### src/rtl/shift_store_pkg.sv
package shift_store_pkg;
  typedef struct packed {
    logic rise;
    logic fall;
  } sclk_evt_t;
endpackage

### src/rtl/sclk_edge_det.sv
module sclk_edge_det
  import shift_store_pkg::*;
(
  input  logic      clk,
  input  logic      rst,
  input  logic      sclk,
  output sclk_evt_t evt
);
  logic sclk_prev;

  always_ff @(posedge clk) begin
    if (rst) sclk_prev <= 1'b0;
    else     sclk_prev <= sclk;
  end

  assign evt.rise = sclk & ~sclk_prev;
  assign evt.fall = ~sclk & sclk_prev;
endmodule

### src/rtl/shift_chain.sv
module shift_chain #(
  parameter int STAGES = 8
) (
  input  logic              clk,
  input  logic              rst,
  input  logic              shift_en,
  input  logic              sdata,
  output logic [STAGES-1:0] stages_q,
  output logic [STAGES-1:0] stages_d
);
  logic [STAGES-1:0] stage_in;

  for (genvar g = 0; g < STAGES; g++) begin : g_stage
    if (g == 0) begin : g_head
      assign stage_in[g] = sdata;
    end else begin : g_body
      assign stage_in[g] = stages_q[g-1];
    end
  end

  assign stages_d = shift_en ? stage_in : stages_q;

  always_ff @(posedge clk) begin
    if (rst) stages_q <= '0;
    else     stages_q <= stages_d;
  end
endmodule

### src/rtl/store_bank.sv
module store_bank #(
  parameter int STAGES = 8
) (
  input  logic              clk,
  input  logic              rst,
  input  logic              strobe,
  input  logic              oe,
  input  logic [STAGES-1:0] chain_next,
  output logic [STAGES-1:0] store_q,
  output logic [STAGES-1:0] en_q
);
  always_ff @(posedge clk) begin
    if (rst) begin
      store_q <= '0;
      en_q    <= '0;
    end else begin
      if (strobe) store_q <= chain_next;
      en_q <= {STAGES{oe}};
    end
  end
endmodule

### src/rtl/cascade_tap.sv
module cascade_tap (
  input  logic clk,
  input  logic rst,
  input  logic fall,
  input  logic last_stage,
  output logic late_q
);
  always_ff @(posedge clk) begin
    if (rst)       late_q <= 1'b0;
    else if (fall) late_q <= last_stage;
  end
endmodule

### src/rtl/shift_store_reg.sv
module shift_store_reg
  import shift_store_pkg::*;
#(
  parameter int STAGES = 8
) (
  input  logic              clk,
  input  logic              rst,
  input  logic              sclk,
  input  logic              sdata,
  input  logic              strobe,
  input  logic              oe,
  output logic [STAGES-1:0] par_q,
  output logic [STAGES-1:0] par_en,
  output logic              casc_early,
  output logic              casc_late
);
  localparam int LAST = STAGES - 1;

  sclk_evt_t         evt;
  logic [STAGES-1:0] stages_q;
  logic [STAGES-1:0] stages_d;
  logic [STAGES-1:0] store_q;

  sclk_edge_det u_edge (
    .clk (clk),
    .rst (rst),
    .sclk(sclk),
    .evt (evt)
  );

  shift_chain #(.STAGES(STAGES)) u_chain (
    .clk     (clk),
    .rst     (rst),
    .shift_en(evt.rise),
    .sdata   (sdata),
    .stages_q(stages_q),
    .stages_d(stages_d)
  );

  store_bank #(.STAGES(STAGES)) u_store (
    .clk       (clk),
    .rst       (rst),
    .strobe    (strobe),
    .oe        (oe),
    .chain_next(stages_d),
    .store_q   (store_q),
    .en_q      (par_en)
  );

  cascade_tap u_late (
    .clk       (clk),
    .rst       (rst),
    .fall      (evt.fall),
    .last_stage(stages_q[LAST]),
    .late_q    (casc_late)
  );

  assign par_q      = store_q;
  assign casc_early = stages_q[LAST];
endmodule

### config.mk
export PLATFORM = sky130hd
export DESIGN_NAME = shift_store_reg
export DESIGN_NICKNAME = d
export VERILOG_FILES = /design/src/rtl/shift_store_pkg.sv /design/src/rtl/sclk_edge_det.sv /design/src/rtl/shift_chain.sv /design/src/rtl/store_bank.sv /design/src/rtl/cascade_tap.sv /design/src/rtl/shift_store_reg.sv
export SDC_FILE = /design/constraint.sdc
export NUM_CORES = 1
export LEC_CHECK = 0
export BUFFER_PORTS_ARGS = -buffer_cell sky130_fd_sc_hd__buf_2
export CAP_MARGIN = 20
export CORE_MARGIN = 1
export CORE_UTILIZATION = 40
export DETAILED_ROUTE_END_ITERATION = 16
export HOLD_SLACK_MARGIN = 0.15
export PLACE_DENSITY = 0.77
export SLEW_MARGIN = 20
export SYNTH_ARGS = -nofsm -noshare
export SYNTH_HDL_FRONTEND = slang
export SYNTH_SLANG_ARGS = --single-unit
### constraint.sdc
create_clock -name clk -period 2.05 [get_ports clk]
set_clock_uncertainty 0.1 [all_clocks]
set_input_delay 0.205 -clock clk [delete_from_list [all_inputs] [get_ports clk]]
set_output_delay 0.205 -clock clk [all_outputs]
set_load 0.01 [all_outputs]
==> parameters.txt <==
Parameter                              Value

Place
  Buffers on Ports ... 23
  Hpwl dp ... 871 um
  Routability Congestion ... 0.687
  Placed inst area ... 777 um^2

Clocking
  H-tree depth ... 1
  Clock root cell ... sky130_fd_sc_hd__clkbuf_4
  Resize count post-CTS ... 0
  TritonCTS Buffers ... 3
  CTS max path bufs ... 2
  CTS tree ... built
  Clock tree sinks ... 19
  Clock transition time at the flip-flop clock pins of the worst setup and hold paths ... 0.09 ns
  Total setup buffers inserted after CTS ... 0
  Worst-skew pair later-pin latency ... between 0.2 and 0.3 ns
  Hold buffers post-CTS ... 3

Drt
  Number of iterations in the first detailed-routing pass ... 12
  Total number of vias ... 502
  Final routed wire length divided by cell count ... ~11 um
  Count of antenna-violating nets left after detailed routing ... 0
  Via-to-Cell Ratio ... 4.52
  WL final ... approximately 1200 um
  Post-route DRC ... 2
  Drt first-iter violations ... 10

Timing
  Max-slew headroom at the worst pin ... approximately 77%
  Final period util ... 73.2%
  Number of slew-limit violations in the final report ... 0
  Min Clock Period, post-route ... 1.50 ns
  Transition at the pin with the smallest max-transition slack ... 0.347 ns
  Unrepaired setup endpoints after global routing ... false
  Max frequency ... 667 MHz
  Summed negative setup slack over all endpoints ... 0 ns
  Hold slack ... 0.194 ns
  Final number of hold-violating endpoints ... 0
  Number of setup violations in the final report ... 0

Logic synthesis
  Post-synthesis async set-or-reset flop share ... 0%
  Net Count, Synth ... 75
  Cell taking the most area after synthesis ... sky130_fd_sc_hd__dfxtp_1
  Top FF cell, synth ... sky130_fd_sc_hd__dfxtp_1
  Syn Inst Count ... 69
  Area fraction of the dominant cell type after synthesis ... 53.2%
  Sequential share of the synthesized area ... about 53%
  Count of flip-flops with a built-in enable after synthesis ... 0
  Most numerous cell types in the synthesized netlist ... sky130_fd_sc_hd__dfxtp_1, sky130_fd_sc_hd__nor2_1, sky130_fd_sc_hd__mux2i_1
  #FFs+latches synth ... 19
  Total number of yosys warnings ... 0
  Top post-synthesis cells by area ... sky130_fd_sc_hd__dfxtp_1, sky130_fd_sc_hd__mux2i_1, sky130_fd_sc_hd__nor2_1, sky130_fd_sc_hd__a211oi_1, sky130_fd_sc_hd__buf_4
  Most frequent cell after synthesis ... sky130_fd_sc_hd__dfxtp_1
  Mean instance size in the synthesized netlist ... approximately 10 um^2
  Post-synthesis cell type count ... 13
  Mapped cell area ... between 700 and 800 um^2

Critical path
  Worst EP arrival ... roughly 1.6 ns
  Path type of the worst setup path ... primary input to flop
  Setup slack of the most critical reg-to-reg path ... between 0.7 and 0.8 ns
  Largest fanout on the critical path ... 8
  Data required time at the worst endpoint ... around 2.1 ns
  Startpoint Class ... primary input
  Critical Path End Type ... flop

Run
  Maxcap violations ... 0

GRT
  Largest net degree at the start of global routing ... 20
  Total Routing Usage GR ... ~14%
  Wire length of the first global-routing pass ... between 1500 and 2000 um
  Number of global-route vias before repair ... 466
  Aggregate global routing overflow ... 0
  Number of antenna violations at the first check in global routing ... 0

Die
  Height of the chip ... between 40 and 50 um
  Starting Density ... 44.8%
  Number of top-level pins ... 24
  Die Span X ... 44.3 um
  Die outline area ... 1960 um^2
  Placeable core region ... about 1600 um^2
  Number of rows created at floorplan ... 14

Power and ir drop
  Leak ... 0.387 nW
  Highest ir drop seen on vdd ... around 0.00030 V
  Power density over the cells ... about 760 nW/um^2

Layout
  Fraction of final layout cells with drive strength greater than 1 ... 33.3%
  Area delta synth->final ... 16.6%
  Layout net count ... 94
  Utilization after layout ... between 50 and 60%
  Final standard cell area without fillers ... 833 um^2
  Antenna cell count ... 0

Run status
  Status ... complete, but fails checks
  Violated checks ... design-rule violations

Worst hold path
  Hold/Removal Path Class ... primary input to flop
stage by stage:
stage          power [mW]  setup slack, ns  std cells
6_report            0.636            0.550        111
3_5_place_dp        0.463            0.785        104
4_1_cts             0.646            0.569        111
3_3_place_gp        0.461            0.838        104
5_1_grt             0.664            0.503        111
2_1_floorplan       0.452            0.971         69
metal layers:
layer  track usage [%]  routed length, um  up-vias
met3              4.90                 65        4
li1                  -                  -      257
met5                 0                  0        -
met1              18.3                552      222
met2              19.7                537       19
met4              9.09                 29        0
final timing paths:
path / from / to / cells after the start
max reg2reg: u_edge.sclk_prev / u_store.store_q[4] / 3
max: sclk / u_store.store_q[4] / 5
min reg2reg: u_store.store_q[5] / u_store.store_q[5] / 2
min: rst / u_chain.stages_q[4] / 2
cell usage in the layout, fill, tap and decap left out:
cell,n
sky130_fd_sc_hd__nor2b_4,1
sky130_fd_sc_hd__mux2i_1,9
sky130_fd_sc_hd__clkbuf_4,3
sky130_fd_sc_hd__nor2b_2,1
sky130_fd_sc_hd__nor2b_1,1
sky130_fd_sc_hd__a211oi_1,8
sky130_fd_sc_hd__dfxtp_1,19
sky130_fd_sc_hd__buf_2,23
sky130_fd_sc_hd__and2b_2,1
sky130_fd_sc_hd__dlygate4sd3_1,3
sky130_fd_sc_hd__nor2_1,17
sky130_fd_sc_hd__clkbuf_1,1
layout make-up:
type,instances,area (um^2)
sequential,19,380
clock buffer,4,26.3
multi-input combinational,38,251
timing repair buffer,26,145
tap,24,30.0
fill,157,761
report_power, final:
group / internal [mW] / leakage, nW / total (mW) / switching (mW)
logic: 0.0324 / 0.217 / 0.0695 / 0.0371
clock network: 0.0755 / 0.0150 / 0.178 / 0.102
registers: 0.381 / 0.155 / 0.388 / 0.00705
total: 0.489 / 0.387 / 0.636 / 0.147
flip-flops by register name (all words and copies together) (netlist names):
signal / flops
u_store.store_q: 8
u_late.late_q: 1
u_edge.sclk_prev: 1
u_chain.stages_q: 8
u_store.en_q: 1
worst max-delay path, stage by stage:
cell and delay (ns):
sky130_fd_sc_hd__dlygate4sd3_1 0.52, sky130_fd_sc_hd__buf_2 0.11, sky130_fd_sc_hd__nor2b_4 0.29, sky130_fd_sc_hd__mux2i_1 0.32
sky130_fd_sc_hd__a211oi_1 0.12
kinds of logic (layout without fill, tap and decap cells):
group                  after synthesis  after routing  share of synthesized area [%]
and+or+nand+nor                     21             21                           14.2
DFF                                 19             19                           53.2
buffers and inverters               12             30                           11.6
muxes                                9              9                           12.6
AOI/OAI and AO/OA                    8              8                           8.41
Power figures use the tool's default switching activity.
